===== src/rtl/burst_beat_pkg.sv =====
package burst_beat_pkg;

  // Burst kind codes (a neighbour decodes these, so the values are fixed)
  localparam logic [2:0] BK_SINGLE = 3'b000;
  localparam logic [2:0] BK_INCR   = 3'b001;
  localparam logic [2:0] BK_WRAP4  = 3'b010;
  localparam logic [2:0] BK_INCR4  = 3'b011;
  localparam logic [2:0] BK_WRAP8  = 3'b100;
  localparam logic [2:0] BK_INCR8  = 3'b101;
  localparam logic [2:0] BK_WRAP16 = 3'b110;
  localparam logic [2:0] BK_INCR16 = 3'b111;

  // Transfer type codes
  localparam logic [1:0] TT_IDLE   = 2'b00;
  localparam logic [1:0] TT_NONSEQ = 2'b10;
  localparam logic [1:0] TT_SEQ    = 2'b11;

  localparam int MAX_BEATS = 16;
  localparam int CNT_W     = $clog2(MAX_BEATS + 1);

  // Strobes from control to datapath
  typedef struct packed {
    logic loadStart;
    logic stepBeat;
  } beatStrobe_t;

  // Beat total of a fixed kind; zero for the open-ended kind
  function automatic logic [CNT_W-1:0] fixedBeats(input logic [2:0] kind);
    case (kind)
      BK_SINGLE:           fixedBeats = CNT_W'(1);
      BK_WRAP4, BK_INCR4:  fixedBeats = CNT_W'(4);
      BK_WRAP8, BK_INCR8:  fixedBeats = CNT_W'(8);
      BK_WRAP16, BK_INCR16: fixedBeats = CNT_W'(16);
      default:             fixedBeats = '0;
    endcase
  endfunction

  function automatic logic isWrapKind(input logic [2:0] kind);
    isWrapKind = (kind == BK_WRAP4) || (kind == BK_WRAP8) || (kind == BK_WRAP16);
  endfunction

  // log2 of the beat count for wrapping kinds, zero otherwise
  function automatic logic [2:0] wrapLog2(input logic [2:0] kind);
    case (kind)
      BK_WRAP4:  wrapLog2 = 3'd2;
      BK_WRAP8:  wrapLog2 = 3'd3;
      BK_WRAP16: wrapLog2 = 3'd4;
      default:   wrapLog2 = 3'd0;
    endcase
  endfunction

endpackage


===== src/rtl/beat_addr_path.sv =====
module beat_addr_path
  import burst_beat_pkg::*;
#(
  parameter int ADDR_W = 32
) (
  input  logic              clk,
  input  logic              rstN,
  input  beatStrobe_t       strobe,
  input  logic [ADDR_W-1:0] startAddr,
  input  logic [2:0]        startSize,
  input  logic [2:0]        startBurst,
  output logic [ADDR_W-1:0] addrQ,
  output logic [2:0]        burstQ,
  output logic [2:0]        sizeQ
);

  localparam logic [ADDR_W-1:0] ONE = ADDR_W'(1);

  logic [ADDR_W-1:0] stepBytes;
  logic [ADDR_W-1:0] blockMask;
  logic [ADDR_W-1:0] linearNext;
  logic [ADDR_W-1:0] foldedNext;
  logic [ADDR_W-1:0] nextAddr;

  always_comb begin
    stepBytes  = ONE << sizeQ;
    blockMask  = (stepBytes << wrapLog2(burstQ)) - ONE;
    linearNext = addrQ + stepBytes;
    foldedNext = (addrQ & ~blockMask) | (linearNext & blockMask);
    nextAddr   = isWrapKind(burstQ) ? foldedNext : linearNext;
  end

  always_ff @(posedge clk or negedge rstN) begin
    if (!rstN) begin
      addrQ  <= '0;
      burstQ <= BK_SINGLE;
      sizeQ  <= '0;
    end else if (strobe.loadStart) begin
      addrQ  <= startAddr;
      burstQ <= startBurst;
      sizeQ  <= startSize;
    end else if (strobe.stepBeat) begin
      addrQ  <= nextAddr;
    end
  end

  // a wrapping step never leaves the aligned block
  p_wrap_block_r5: assert property (@(posedge clk) disable iff (!rstN)
    (strobe.stepBeat && isWrapKind(burstQ)) |=>
      ((addrQ & ~blockMask) == $past(addrQ & ~blockMask)))
    else $error("wrapping beat left its block");

  // an incrementing step moves by exactly the beat size
  p_incr_step_r4: assert property (@(posedge clk) disable iff (!rstN)
    (strobe.stepBeat && !isWrapKind(burstQ)) |=>
      (addrQ == $past(addrQ) + $past(stepBytes)))
    else $error("incrementing beat has wrong stride");

endmodule


===== src/rtl/beat_ctrl.sv =====
module beat_ctrl
  import burst_beat_pkg::*;
(
  input  logic        clk,
  input  logic        rstN,
  input  logic        startStb,
  input  logic        stopReq,
  input  logic        ready,
  input  logic [2:0]  burstQ,
  output beatStrobe_t strobe,
  output logic [1:0]  transQ
);

  logic [CNT_W-1:0] beatCntQ;
  logic             stopPendQ;
  logic             inBurst;
  logic             accept;
  logic             openKind;
  logic             stopSeen;
  logic             lastBeat;

  always_comb begin
    inBurst  = (transQ != TT_IDLE);
    accept   = inBurst && ready;
    openKind = (burstQ == BK_INCR);
    stopSeen = openKind && (stopPendQ || stopReq);
    lastBeat = openKind ? stopSeen
                        : ((beatCntQ + CNT_W'(1)) == fixedBeats(burstQ));
    strobe.loadStart = !inBurst && startStb;
    strobe.stepBeat  = accept && !lastBeat;
  end

  always_ff @(posedge clk or negedge rstN) begin
    if (!rstN) begin
      transQ    <= TT_IDLE;
      beatCntQ  <= '0;
      stopPendQ <= 1'b0;
    end else if (strobe.loadStart) begin
      transQ    <= TT_NONSEQ;
      beatCntQ  <= '0;
      stopPendQ <= 1'b0;
    end else if (accept) begin
      if (lastBeat) begin
        transQ    <= TT_IDLE;
        beatCntQ  <= '0;
        stopPendQ <= 1'b0;
      end else begin
        transQ <= TT_SEQ;
        if (!openKind) beatCntQ <= beatCntQ + CNT_W'(1);
      end
    end else if (inBurst && openKind && stopReq) begin
      stopPendQ <= 1'b1;
    end
  end

  // a start taken while idle yields a NONSEQ beat
  p_start_nonseq_r2: assert property (@(posedge clk) disable iff (!rstN)
    (!inBurst && startStb) |=> (transQ == TT_NONSEQ))
    else $error("start did not produce NONSEQ");

  // SEQ only follows a beat of the same burst
  p_seq_follows_r3: assert property (@(posedge clk) disable iff (!rstN)
    (transQ == TT_SEQ) |-> ($past(transQ) != TT_IDLE))
    else $error("SEQ after IDLE");

  // the beat counter stays below the kind's total
  p_count_bound_r6: assert property (@(posedge clk) disable iff (!rstN)
    (inBurst && !openKind) |-> (beatCntQ < fixedBeats(burstQ)))
    else $error("beat count overran");

  // a stop with ready ends the open-ended burst
  p_stop_ends_r7: assert property (@(posedge clk) disable iff (!rstN)
    (inBurst && openKind && stopReq && ready) |=> (transQ == TT_IDLE))
    else $error("stop did not end the burst");

endmodule


===== src/rtl/burst_beat_gen.sv =====
module burst_beat_gen
  import burst_beat_pkg::*;
#(
  parameter int ADDR_W = 32
) (
  input  logic              clk,
  input  logic              rstN,
  input  logic              startStb,
  input  logic [ADDR_W-1:0] startAddr,
  input  logic [2:0]        startSize,
  input  logic [2:0]        startBurst,
  input  logic              stopReq,
  input  logic              ready,
  output logic [ADDR_W-1:0] addrOut,
  output logic [1:0]        transOut,
  output logic [2:0]        burstOut,
  output logic [2:0]        sizeOut
);

  beatStrobe_t strobe;
  logic [2:0]  burstQ;

  beat_ctrl u_ctrl (
    .clk      (clk),
    .rstN     (rstN),
    .startStb (startStb),
    .stopReq  (stopReq),
    .ready    (ready),
    .burstQ   (burstQ),
    .strobe   (strobe),
    .transQ   (transOut)
  );

  beat_addr_path #(.ADDR_W(ADDR_W)) u_path (
    .clk        (clk),
    .rstN       (rstN),
    .strobe     (strobe),
    .startAddr  (startAddr),
    .startSize  (startSize),
    .startBurst (startBurst),
    .addrQ      (addrOut),
    .burstQ     (burstQ),
    .sizeQ      (sizeOut)
  );

  assign burstOut = burstQ;

  // a stalled beat holds every address-phase output
  p_stall_hold_r8: assert property (@(posedge clk) disable iff (!rstN)
    (transOut != TT_IDLE && !ready) |=>
      ($stable(addrOut) && $stable(transOut) && $stable(burstOut) && $stable(sizeOut)))
    else $error("address phase changed during stall");

  // kind and size are constant within a burst
  p_kind_const_r11: assert property (@(posedge clk) disable iff (!rstN)
    (transOut == TT_SEQ) |-> (burstOut == $past(burstOut) && sizeOut == $past(sizeOut)))
    else $error("burst kind or size changed mid-burst");

endmodule


===== config.mk =====
export PLATFORM = sky130hd
export DESIGN_NAME = burst_beat_gen
export DESIGN_NICKNAME = d
export VERILOG_FILES = /design/src/rtl/burst_beat_pkg.sv /design/src/rtl/beat_addr_path.sv /design/src/rtl/beat_ctrl.sv /design/src/rtl/burst_beat_gen.sv
export SDC_FILE = /design/constraint.sdc
export NUM_CORES = 1
export LEC_CHECK = 0
export CAP_MARGIN = 20
export CORE_MARGIN = 2
export CORE_UTILIZATION = 40
export CTS_CLUSTER_SIZE = 14
export DETAILED_ROUTE_END_ITERATION = 10
export PLACE_DENSITY = 0.66
export REMOVE_ABC_BUFFERS = 1
export SYNTH_ARGS = -nofsm -noshare
export SYNTH_HDL_FRONTEND = slang
export SYNTH_SLANG_ARGS = --single-unit
export TNS_END_PERCENT = 10

===== constraint.sdc =====
create_clock -name clk -period 3 [get_ports clk]
set_input_delay 0.45 -clock clk [delete_from_list [all_inputs] [get_ports clk]]
set_output_delay 0.45 -clock clk [all_outputs]
set_load 0.02 [all_outputs]

== Word-level counts from Yosys, hierarchy flattened ==
Index checks and enable logic that the tools add are counted.
Widths: inputs -> output; s select.

* $add $sub $neg: 3
* Eq/ne operators: 10
* Shift operators: 2
* Muxes and demuxes: 17
* Bitwise logic cells: 4
* Reductions and logical operators: 21

{| class="wikitable"
|+ Operator list
! kind !! number
|-
| $mux 32 || 3
|-
| $and 32x32->32 || 2
|-
| $add 32x32->32 || 1
|-
| $not 32->32 || 1
|-
| $or 32x32->32 || 1
|-
| $shl 1x3->32 const A || 1
|-
| $shl 32x3->32 || 1
|-
| $sub 32x1->32 const B || 1
|-
| $mux 5 || 4
|-
| $pmux 5 s4 || 1
|-
| $eq 3x3->1 const B || 4
|-
| $pmux 3 s3 || 1
|-
| $eq 3x2->1 const B || 2
|-
| $logic_and 1x1->1 || 6
|-
| $mux 2 || 3
|-
| $ne 3x3->1 const B || 2
|-
| $reduce_bool 2->1 || 3
|-
| $reduce_or 2->1 || 3
|-
| $add 5x1->5 const B || 1
|-
| $eq 5x5->1 || 1
|-
| $mux 1 || 5
|-
| $reduce_and 2->1 || 2
|-
| $eq 3x1->1 const B || 1
|-
| $logic_not 3->1 || 1
|-
| other kinds (3) || 6
|}

* Register bits after elaboration: 46
* Output and inout bits: 40

== Logic depth before layout (Yosys ltp) ==
Gate-level depths: netlist (run 1).

* Depth after elaboration: 10
* Depth in mapped cells: 14

== Cells and area by module ==
Synthesis (run 1) repeated with hierarchy kept, for this count alone.

* Cell total of the unflattened synthesis: 408
* Area total of the unflattened synthesis: 3542.1 µm²

{| class="wikitable"
|+ Modules (own cells, without submodules)
! module !! times used !! cells each !! area each (µm²) !! seq. area each (µm²)
|-
| beat_addr_path || 1 || 333 || 2831.5 || 950.9
|-
| beat_ctrl || 1 || 75 || 710.7 || 200.2
|}

== Least setup slack after synthesis (run 1) ==
No wires, ideal clock.

* Kind: reg-to-reg
* Start: register u_path.sizeQ[1]
* End: register (tool-made name)
* Data arrival time: 2953 ps
* Path slack: -22 ps
* Cell stages (with the launch flop): 13
* Period minus slack after synthesis: 3022 ps
* Cell sequence: dfrtp_1 clkbuf_1 nor3_1 ha_1 inv_1 fa_1 nor2b_1 o21a_1 o21a_1 o21ai_1 a211o_1 or4_1 nand3_1

{| class="wikitable"
|+ RTL lines
! item !! RTL line !! RTL
|-
| start: declaration || beat_addr_path.sv:14 || <nowiki>output logic [2:0] sizeQ</nowiki>
|-
| start signal: assignment || beat_addr_path.sv:41 || <nowiki>sizeQ <= startSize;</nowiki>
|}

==> flow_metrics.py, run 1 <==
metrics = {
    "run_status": {
        "run_status": "completed",
    },
    "floorplanning": {
        "dieArea_sq_um": 9630,
        "fp-row-count": 34,
        "die_width_um": 98.1,
        "design.portCount": 83,
        "initial_utilization_pct": 41.0,
        "placeableCoreArea_sq_um": 8640,
        "fp.dieH_um": 98.1,
    },
    "place": {
        "placement.io_buffers": 82,
        "place.detailed.instances": 621,
        "detailedPlacementHpwl_um": 7400,
        "finalWeightedCongestion": 0.878,
    },
    "clocking": {
        "clkTransAtPathRegs_ps": 90,
        "total_cts_buffers": 5,
        "insertion_delay_ps": 300,
        "clockRootBuffer": "sky130_fd_sc_hd__clkbuf_8",
        "cts_buffer_depth": 2,
        "clock-sinks": 46,
        "clock_tree_from_tritoncts": "yes",
        "cts.hold.buffers_added": 0,
        "htreeDepth": 2,
    },
    "synth": {
        "synth_top_area_share_pct": 32.5,
        "synth_enable_flop_cells": 0,
        "synth_area_leaders": "sky130_fd_sc_hd__dfrtp_1 (32%), sky130_fd_sc_hd__nand2_1 (5.7%), sky130_fd_sc_hd__nor2_1 (4.6%)",
        "synthCells": 429,
        "synth_seq_area_share_pct": 32.5,
        "ys_seq_elements": 46,
        "asyncSetResetFlopFracSynth_pct": 100,
        "synth-main-ff-cell": "sky130_fd_sc_hd__dfrtp_1",
        "synth_most_common_cell": "sky130_fd_sc_hd__nand2_1",
        "synth_commonest_cells": "sky130_fd_sc_hd__nand2_1 (54), sky130_fd_sc_hd__dfrtp_1 (46), sky130_fd_sc_hd__nor2_1 (43)",
        "synth_top_area_cell": "sky130_fd_sc_hd__dfrtp_1",
        "synthesis.area_per_instance_sq_um": 8.26,
        "yosysWarningCount": 0,
        "synth.distinct_cells": 66,
        "post_synth_instance_area_sq_um": 3540,
    },
    "setup_path": {
        "timing.critical_path.fanout_max": 15,
        "timing.critical_path.from_type": "flip-flop",
        "cp_data_arrival_time_ps": 3040,
        "worst_path_max_delay_cell": "sky130_fd_sc_hd__fa_1",
        "crit_chain": "buf_4, inv_1, and3_1, inv_1, fa_1, nor2b_1, o21a_1, o21a_1, o21ai_1, buf_4, o31a_1, o31a_1",
        "timing.critical_path.max_delay_family": "compound AO/OA/AOI/OAI gates",
        "worstSetupEndpointType": "flip-flop",
        "critPathRequiredTime_ps": 3200,
        "path_buf_inv": 4,
        "critPathMaxStageDelay_ps": 430,
        "criticalPathCategory": "flip-flop to flip-flop",
    },
    "detailed_routing": {
        "detail_route.drc_violations": 0,
        "route.detailed.wl_per_inst_um": 15.5,
        "drt-pass1-iter-count": 5,
        "drt-vias-per-instance": 5.57,
        "detail_route.iter0.violations": 130,
        "final_antenna_net_count": 0,
        "total_wire_length_after_detailed_routing_um": 9770,
        "num_vias": 3506,
    },
    "timing": {
        "timing_worst_slew_pin_value_ps": 604,
        "period_share_pct": 94.8,
        "maxSlewViolCount": 0,
        "maxSlewHeadroom_pct": 59.7,
        "finalWorstPathRequiredPeriod_ps": 2840,
        "finalSetupViolCount": 0,
        "achievable-frequency_ghz": 0.352,
        "clock_skew_ps": 7.62,
        "report.final.hold_viol_count": 0,
        "setup-tns-final_ps": 0,
    },
    "global_route": {
        "antenna_found_initial": 0,
        "largest_net_degree_at_the_start_of_global_routing": 47,
        "via_count_of_the_first_global_routing_pass": 3301,
        "grt_first_pass_wirelength_um": 16500,
        "grt_usage_pct": 20.7,
        "grt_overflow": 0,
    },
    "cells_and_area": {
        "area_growth_syn_to_layout_pct": 33.3,
        "finalNetCount": 576,
        "finalNonFillerCells": 630,
        "count_of_antenna_diodes_in_the_layout": 0,
        "drive_gt1_share_pct": 9.58,
        "fill_cells": 819,
    },
    "power_and_ir_drop": {
        "vdd_ir_drop_max_mv": 0.454,
        "p_leak_nw": 1.92,
        "power_per_cell_area_nw_per_um2": 1080,
    },
    "hold_path": {
        "worst_hold_path_type": "input pin to async pin",
    },
    "run": {
        "max-cap-violations": 0,
    },
}
## final timing paths
check,start,slack (ps),cells after the start,end
min in group clk,flip-flop,540,1,flip-flop
worst min register to register,flip-flop,540,1,flip-flop
worst max register to register,u_path.sizeQ[1],160,12,flip-flop
worst max-delay path,u_path.sizeQ[1],160,12,flip-flop
worst min-delay path,rstN,140,1,async pin
max in group asynchronous,rstN,2320,2,u_ctrl.beatCntQ[1]
## per-layer routing
metal	wire length (um)	share of wire (%)	global-route usage [%]	up-vias
met4	63	0.64	3.42	0
met3	438	4.5	2.51	6
li1	-	-	-	1752
met5	0	0	0	-
met1	4550	47	29.1	1642
met2	4720	48	34.8	106
## final cells by class
class	count	area, sq um	area share (%)
Inverter	15	56.3	1.19
Timing Repair Buffer	103	993	21.0
Sequential cell	46	1150	24.4
Tap cell	108	135	2.86
Multi-Input combinational cell	350	2280	48.2
Clock inverter	2	37.5	0.795
Clock buffer	6	72.6	1.54
## timing repair
action	4_1_cts	5_1_grt
gates resized for setup	0	3
setup buffers	0	0
setup endpoints to repair	0	7
## kinds of logic after synthesis
logic type,share of synthesized area [%]
fa+ha+maj,4.45
simple gates,26.0
buf+inv,3.71
other cells,0.106
mux,3.00
compound gates,25.2
flops,32.5
xor+xnor,5.12
## through the flow
stage / area [sq um] / power [W] / setup WS [ps] / util, % / hold slack, ps
6_report: 4720 / 0.00508 / 157 / 54.7 / 140
5_1_grt: 4720 / 0.00552 / -0.00533 / 54.7 / 181
2_1_floorplan: 3470 / 0.00336 / 86.1 / - / 154
3_3_place_gp: 4570 / 0.00458 / 166 / 52.9 / 514
3_5_place_dp: 4570 / 0.00461 / 98.7 / 52.9 / 520
4_1_cts: 4680 / 0.00511 / 75.0 / 54.2 / 375
## power by group
| part | switching [W] | internal (W) |
|---|---|---|
| Combinational | 0.00184 | 0.00152 |
| Sequential | 0.000344 | 0.000903 |
| Clock | 0.000221 | 0.000249 |
## placed cells by master, fill, tap and decap left out, types with 7 or more instances in the layout
cell,n
sky130_fd_sc_hd__or3_1,8
sky130_fd_sc_hd__nand3_1,16
sky130_fd_sc_hd__nand2_1,54
sky130_fd_sc_hd__a31oi_1,14
sky130_fd_sc_hd__a22oi_1,7
sky130_fd_sc_hd__buf_4,20
sky130_fd_sc_hd__and2_1,7
sky130_fd_sc_hd__nor2_1,43
sky130_fd_sc_hd__dfrtp_1,46
sky130_fd_sc_hd__clkdlybuf4s50_1,81
sky130_fd_sc_hd__xnor2_1,8
sky130_fd_sc_hd__o21ai_0,32
sky130_fd_sc_hd__a21oi_1,11
sky130_fd_sc_hd__and3_1,7
sky130_fd_sc_hd__o211ai_1,7
sky130_fd_sc_hd__inv_1,15
sky130_fd_sc_hd__xor2_1,9
sky130_fd_sc_hd__ha_1,11
sky130_fd_sc_hd__nand2b_1,7
sky130_fd_sc_hd__nor3_1,9
No activity file was read; power rests on OpenSTA's default activity.
==> run 2: changes to the inputs <==
--- a/config.mk
+++ b/config.mk
@@ -11,6 +11,7 @@
 export CTS_CLUSTER_SIZE = 14
 export DETAILED_ROUTE_END_ITERATION = 10
 export PLACE_DENSITY = 0.66
+export RECOVER_POWER = 25
 export REMOVE_ABC_BUFFERS = 1
 export SYNTH_ARGS = -nofsm -noshare
 export SYNTH_HDL_FRONTEND = slang
==> run 2 against run 1 <==
Compared with the run above: final area fell by 0.53%; via count fell by 0.43%; combinational power barely moved; sequential power barely moved; critical path depth did not move; flip-flop and latch count did not move; fmax barely moved; die area did not move; largest cell class unchanged; utilization fell by 0.29 points.
==> flow_metrics.py, run 2 (synthesized netlist as in run 1, its figures left out) <==
metrics = {
    "cells_and_area": {
        "drive_gt1_share_pct": 9.20,
        "count_of_antenna_diodes_in_the_layout": 0,
        "fin_util_pct": 54.4,
        "area_growth_syn_to_layout_pct": 32.6,
        "finalNonFillerCells": 630,
        "mostFrequentLayoutCell": "sky130_fd_sc_hd__clkdlybuf4s50_1",
        "finalNetCount": 576,
        "layout_common_cells": "sky130_fd_sc_hd__clkdlybuf4s50_1 (81), sky130_fd_sc_hd__nand2_1 (54), sky130_fd_sc_hd__dfrtp_1 (46), sky130_fd_sc_hd__nor2_1 (43), sky130_fd_sc_hd__o21ai_0 (32)",
    },
    "clocking": {
        "htreeDepth": 2,
        "clkTransAtPathRegs_ps": 90,
        "cts-resized-gates": 0,
        "clock-sinks": 46,
        "total_cts_buffers": 5,
        "cts.hold.buffers_added": 0,
        "clockRootBuffer": "sky130_fd_sc_hd__clkbuf_8",
        "cts_buffer_depth": 2,
        "insertion_delay_ps": 300,
        "cts_setup_buffers": 0,
        "clock_tree_from_tritoncts": "yes",
    },
    "timing": {
        "hold_ws_ps": 407,
        "finalSetupViolCount": 0,
        "fin_ws_ps": 158,
        "maxSlewViolCount": 0,
        "finalWorstPathRequiredPeriod_ps": 2840,
        "period_share_pct": 94.7,
        "timing_worst_slew_pin_value_ps": 1310,
        "report.final.hold_viol_count": 0,
        "clock_skew_ps": 7.49,
        "achievable-frequency_ghz": 0.352,
        "maxSlewHeadroom_pct": 12.7,
        "setup-tns-final_ps": 0,
    },
    "global_route": {
        "via_count_of_the_first_global_routing_pass": 3301,
        "grt_first_pass_wirelength_um": 16500,
        "grt_overflow": 0,
        "grt_usage_pct": 20.7,
        "antenna_found_initial": 0,
        "largest_net_degree_at_the_start_of_global_routing": 47,
    },
    "detailed_routing": {
        "num_vias": 3491,
        "final_antenna_net_count": 0,
        "detail_route.drc_violations": 0,
        "drt-vias-per-instance": 5.54,
        "total_wire_length_after_detailed_routing_um": 9790,
        "drt-pass1-iter-count": 4,
        "route.detailed.wl_per_inst_um": 15.5,
        "detail_route.iter0.violations": 130,
    },
    "setup_path": {
        "timing.critical_path.from_type": "flip-flop",
        "r2r_setup_slack_ps": 160,
        "timing.critical_path.fanout_max": 15,
        "cp_data_arrival_time_ps": 3040,
        "rr_startpoint": "u_path.sizeQ[1]",
        "critPathRequiredTime_ps": 3200,
        "criticalPathCategory": "flip-flop to flip-flop",
        "worst-r2r-cell-count": 12,
        "worstSetupStartpoint": "u_path.sizeQ[1]",
        "worstSetupEndpointType": "flip-flop",
    },
    "floorplanning": {
        "fp-row-count": 34,
        "placeableCoreArea_sq_um": 8640,
        "design.portCount": 83,
        "die_width_um": 98.1,
        "fp.dieH_um": 98.1,
        "initial_utilization_pct": 41.0,
        "dieArea_sq_um": 9630,
    },
    "place": {
        "place.detailed.instances": 621,
        "post-place-ws_ps": 98.7,
        "detailedPlacementHpwl_um": 7400,
        "finalWeightedCongestion": 0.878,
        "placement.io_buffers": 82,
    },
    "power_and_ir_drop": {
        "power_report.internal_total_w": 0.00267,
        "pwr-share-comb_pct": 66.2,
        "vdd_ir_drop_max_mv": 0.455,
        "sw_frac_of_total_pct": 47.4,
        "pwr-share-seq_pct": 24.6,
        "p_clk_share_pct": 9.3,
        "power_per_cell_area_nw_per_um2": 1080,
        "p_leak_nw": 1.91,
        "netSwitchingPower_w": 0.00241,
    },
    "run_status": {
        "run_status": "completed",
    },
    "hold_path": {
        "worst_hold_path_type": "input pin to async pin",
    },
    "run": {
        "max-cap-violations": 0,
    },
}
[run 2: cell type report]
| type | count | area (sq um) |
|---|---|---|
| inverters | 15 | 56.3 |
| fillers | 821 | 3940 |
| well taps | 108 | 135 |
| clock inverters | 2 | 37.5 |
| repair buffers | 103 | 968 |
| clock buffers | 6 | 72.6 |
| multi-input cells | 350 | 2280 |
| flip-flops and latches | 46 | 1150 |
[run 2: worst max-delay path, cell delays in order, from the launching register on]
cell                      delay, ps
sky130_fd_sc_hd__dfrtp_1        390
sky130_fd_sc_hd__buf_4          190
sky130_fd_sc_hd__inv_1           90
sky130_fd_sc_hd__and3_1         190
sky130_fd_sc_hd__inv_1           70
sky130_fd_sc_hd__fa_1           430
sky130_fd_sc_hd__nor2b_1        130
sky130_fd_sc_hd__o21a_1         140
sky130_fd_sc_hd__o21a_1         190
sky130_fd_sc_hd__o21ai_1        180
sky130_fd_sc_hd__buf_4          190
sky130_fd_sc_hd__o31a_1         280
sky130_fd_sc_hd__o31a_1         270
[run 2: stage by stage]
step,total power [W],cell area (sq um)
2_1_floorplan,0.00336,3470
3_3_place_gp,0.00458,4570
3_5_place_dp,0.00461,4570
4_1_cts,0.00511,4680
5_1_grt,0.00551,4700
6_report,0.00508,4700
[run 2: how the worst min path moves through the flow]
stage / start / to / slack (ps) / cells past startpoint
floorplan: rstN / async pin / 150 / 0
global placement: u_ctrl.beatCntQ[1] / u_ctrl.beatCntQ[1] / 510 / 1
detailed placement: u_ctrl.beatCntQ[1] / u_ctrl.beatCntQ[1] / 520 / 1
CTS: rstN / async pin / 380 / 1
global route: rstN / async pin / 540 / 1
finish: rstN / async pin / 410 / 1
[run 2: power by group through the flow]
stage / clock network (W) / logic, W / registers (W)
after floorplan: 0 / 0.00181 / 0.00155
after global placement: 0 / 0.00333 / 0.00124
after detailed placement: 0 / 0.00336 / 0.00126
after CTS: 0.000490 / 0.00337 / 0.00124
after global routing: 0.000510 / 0.00370 / 0.00130
final: 0.000471 / 0.00336 / 0.00125
[run 2: metal layers]
| layer | up-vias | global-route usage [%] | part of all wire (%) |
|---|---|---|---|
| li1 | 1753 | - | - |
| met2 | 93 | 34.8 | 48 |
| met4 | 0 | 3.42 | 0.64 |
| met1 | 1639 | 29.1 | 47 |
| met3 | 6 | 2.51 | 4.4 |
| met5 | - | 0 | 0 |
==> run 3: changes to the inputs <==
--- a/config.mk
+++ b/config.mk
@@ -6,13 +6,14 @@
 export NUM_CORES = 1
 export LEC_CHECK = 0
 export CAP_MARGIN = 20
-export CORE_MARGIN = 2
+export CORE_MARGIN = 3
 export CORE_UTILIZATION = 40
 export CTS_CLUSTER_SIZE = 14
 export DETAILED_ROUTE_END_ITERATION = 10
 export PLACE_DENSITY = 0.66
 export RECOVER_POWER = 25
 export REMOVE_ABC_BUFFERS = 1
+export SETUP_SLACK_MARGIN = 0.15
 export SYNTH_ARGS = -nofsm -noshare
 export SYNTH_HDL_FRONTEND = slang
 export SYNTH_SLANG_ARGS = --single-unit
==> run 3 against run 2 <==
Compared with the run above: clock power decreased by 17%; clock-buffer cell count decreased by 1; sequential share of layout area decreased by 0.35 points; critical path depth unchanged; fmax increased by 2.3%; flip-flop and latch count unchanged; non-clock buffer count increased by 7; register-to-register slack improved by 60 ps.
==> flow_metrics.py, run 3 (synthesized netlist as in run 1, its figures left out) <==
metrics = {
    "run_status": {
        "run_status": "completed",
    },
    "detailed_routing": {
        "num_vias": 3536,
        "drt-pass1-iter-count": 5,
        "detail_route.iter0.violations": 90,
        "detail_route.drc_violations": 0,
        "total_wire_length_after_detailed_routing_um": 10100,
        "route.detailed.wl_per_inst_um": 15.9,
        "final_antenna_net_count": 0,
        "drt-vias-per-instance": 5.58,
    },
    "place": {
        "placement.io_buffers": 82,
        "place.detailed.instances": 620,
        "detailedPlacementHpwl_um": 7720,
        "finalWeightedCongestion": 0.867,
    },
    "cells_and_area": {
        "fin_util_pct": 56.6,
        "mostFrequentLayoutCell": "sky130_fd_sc_hd__clkdlybuf4s50_1",
        "fill_cells": 820,
        "drive_gt1_share_pct": 12.3,
        "count_of_antenna_diodes_in_the_layout": 0,
        "layout_common_cells": "sky130_fd_sc_hd__clkdlybuf4s50_1 (81), sky130_fd_sc_hd__nand2_1 (53), sky130_fd_sc_hd__dfrtp_1 (46), sky130_fd_sc_hd__nor2_1 (43), sky130_fd_sc_hd__o21ai_0 (31)",
        "finalNetCount": 583,
        "area_growth_syn_to_layout_pct": 34.5,
        "finalNonFillerCells": 634,
    },
    "setup_path": {
        "critPathRequiredTime_ps": 3190,
        "r2r_setup_slack_ps": 220,
        "timing.critical_path.from_type": "flip-flop",
        "timing.critical_path.fanout_max": 14,
        "worstSetupEndpointType": "flip-flop",
        "cp_data_arrival_time_ps": 2970,
        "criticalPathCategory": "flip-flop to flip-flop",
    },
    "clocking": {
        "cts_buffer_depth": 2,
        "clkTransAtPathRegs_ps": 90,
        "clock-sinks": 46,
        "clockRootBuffer": "sky130_fd_sc_hd__clkbuf_8",
        "total_cts_buffers": 5,
        "clock_tree_from_tritoncts": "yes",
        "htreeDepth": 2,
        "insertion_delay_ps": 300,
    },
    "timing": {
        "setup-tns-final_ps": 0,
        "rsz0062_at_grt": "true",
        "clock_skew_ps": 9.84,
        "achievable-frequency_ghz": 0.360,
        "finalWorstPathRequiredPeriod_ps": 2780,
        "finalSetupViolCount": 0,
        "maxSlewViolCount": 0,
        "period_share_pct": 92.6,
        "maxSlewHeadroom_pct": 32.5,
        "timing_worst_slew_pin_value_ps": 1010,
        "report.final.hold_viol_count": 0,
    },
    "floorplanning": {
        "initial_utilization_pct": 42.1,
        "dieArea_sq_um": 10000,
        "die_width_um": 100,
        "placeableCoreArea_sq_um": 8420,
        "design.portCount": 83,
        "fp-row-count": 33,
        "fp.dieH_um": 100,
    },
    "global_route": {
        "largest_net_degree_at_the_start_of_global_routing": 47,
        "grt_overflow": 0,
        "via_count_of_the_first_global_routing_pass": 3319,
        "antenna_found_initial": 0,
        "grt_first_pass_wirelength_um": 16400,
        "grt_usage_pct": 20.1,
    },
    "power_and_ir_drop": {
        "report.power.total_w": 0.00517,
        "p_leak_nw": 1.94,
        "power_per_cell_area_nw_per_um2": 1080,
        "vdd_ir_drop_max_mv": 0.483,
    },
    "run": {
        "max-cap-violations": 0,
    },
    "hold_path": {
        "worst_hold_path_type": "flip-flop to flip-flop",
    },
}
-- run 3: cell count changes in the layout (fill, tap and decap cells not counted), sizes merged --
cell	previous run	this run
dlygate4sd3	0	1
clkbuf	8	7
buf	20	26
bufinv	1	0
clkinv	0	2
-- run 3: report_power, final --
group          leakage [nW]  internal, W  switching [W]
logic                  1.34      0.00163        0.00192
clock network        0.0441     0.000164       0.000228
registers             0.548     0.000903       0.000319
total                  1.94      0.00270        0.00247
-- run 3: final timing paths --
path | start | end | cells past startpoint
worst max-delay path | u_path.sizeQ[0] | flip-flop | 12
worst min-delay path | flip-flop | flip-flop | 1
worst max register to register | u_path.sizeQ[0] | flip-flop | 12
worst min register to register | flip-flop | flip-flop | 1
max in group asynchronous | rstN | u_path.burstQ[1] | 3
min in group asynchronous | rstN | async pin | 2
-- run 3: repair_timing --
action                     in CTS  in global routing
pin swaps                       0                  5
hold buffers                    0                  1
hold endpoints to repair        0                  7
resized for setup               2                 14
setup buffers                   0                  4
setup endpoints to repair       3                 27
-- run 3: layout make-up --
type	instances	area (sq um)	share of cell area [%]
Clock buffer	5	68.8	1.44
Tap cell	105	131	2.76
Inverter	15	56.3	1.18
Sequential cell	46	1150	24.2
Timing Repair Buffer	110	1030	21.7
Multi-Input combinational cell	350	2300	48.4
Clock inverter	3	21.3	0.446
-- run 3: metal layers --
metal  wire [um]  track usage, %  share of wire, %
met5           0               0                 0
met3         534            2.92               5.3
met2        4960            34.4                49
met4          71            3.11              0.70
met1        4510            27.6                45
-- run 3: worst max-delay path, stage by stage, from the launching register on --
cell and delay, ps:
sky130_fd_sc_hd__dfrtp_1 410, sky130_fd_sc_hd__buf_6 150, sky130_fd_sc_hd__nand2b_1 180, sky130_fd_sc_hd__nor2_1 110
sky130_fd_sc_hd__ha_1 270, sky130_fd_sc_hd__nor2b_1 140, sky130_fd_sc_hd__o21a_1 180, sky130_fd_sc_hd__o21a_2 230
sky130_fd_sc_hd__buf_4 150, sky130_fd_sc_hd__o31a_1 250, sky130_fd_sc_hd__nor4_1 180, sky130_fd_sc_hd__o31ai_1 110
sky130_fd_sc_hd__mux2_1 290
-- run 3: through the flow --
step                setup slack [ps]  instance area [sq um]  hold slack, ps
floorplan                       86.1                   3470             154
global placement                 182                   4580             513
detailed placement              99.5                   4580             517
CTS                              186                   4680             368
global route                    61.9                   4770             570
finish                           223                   4770             529
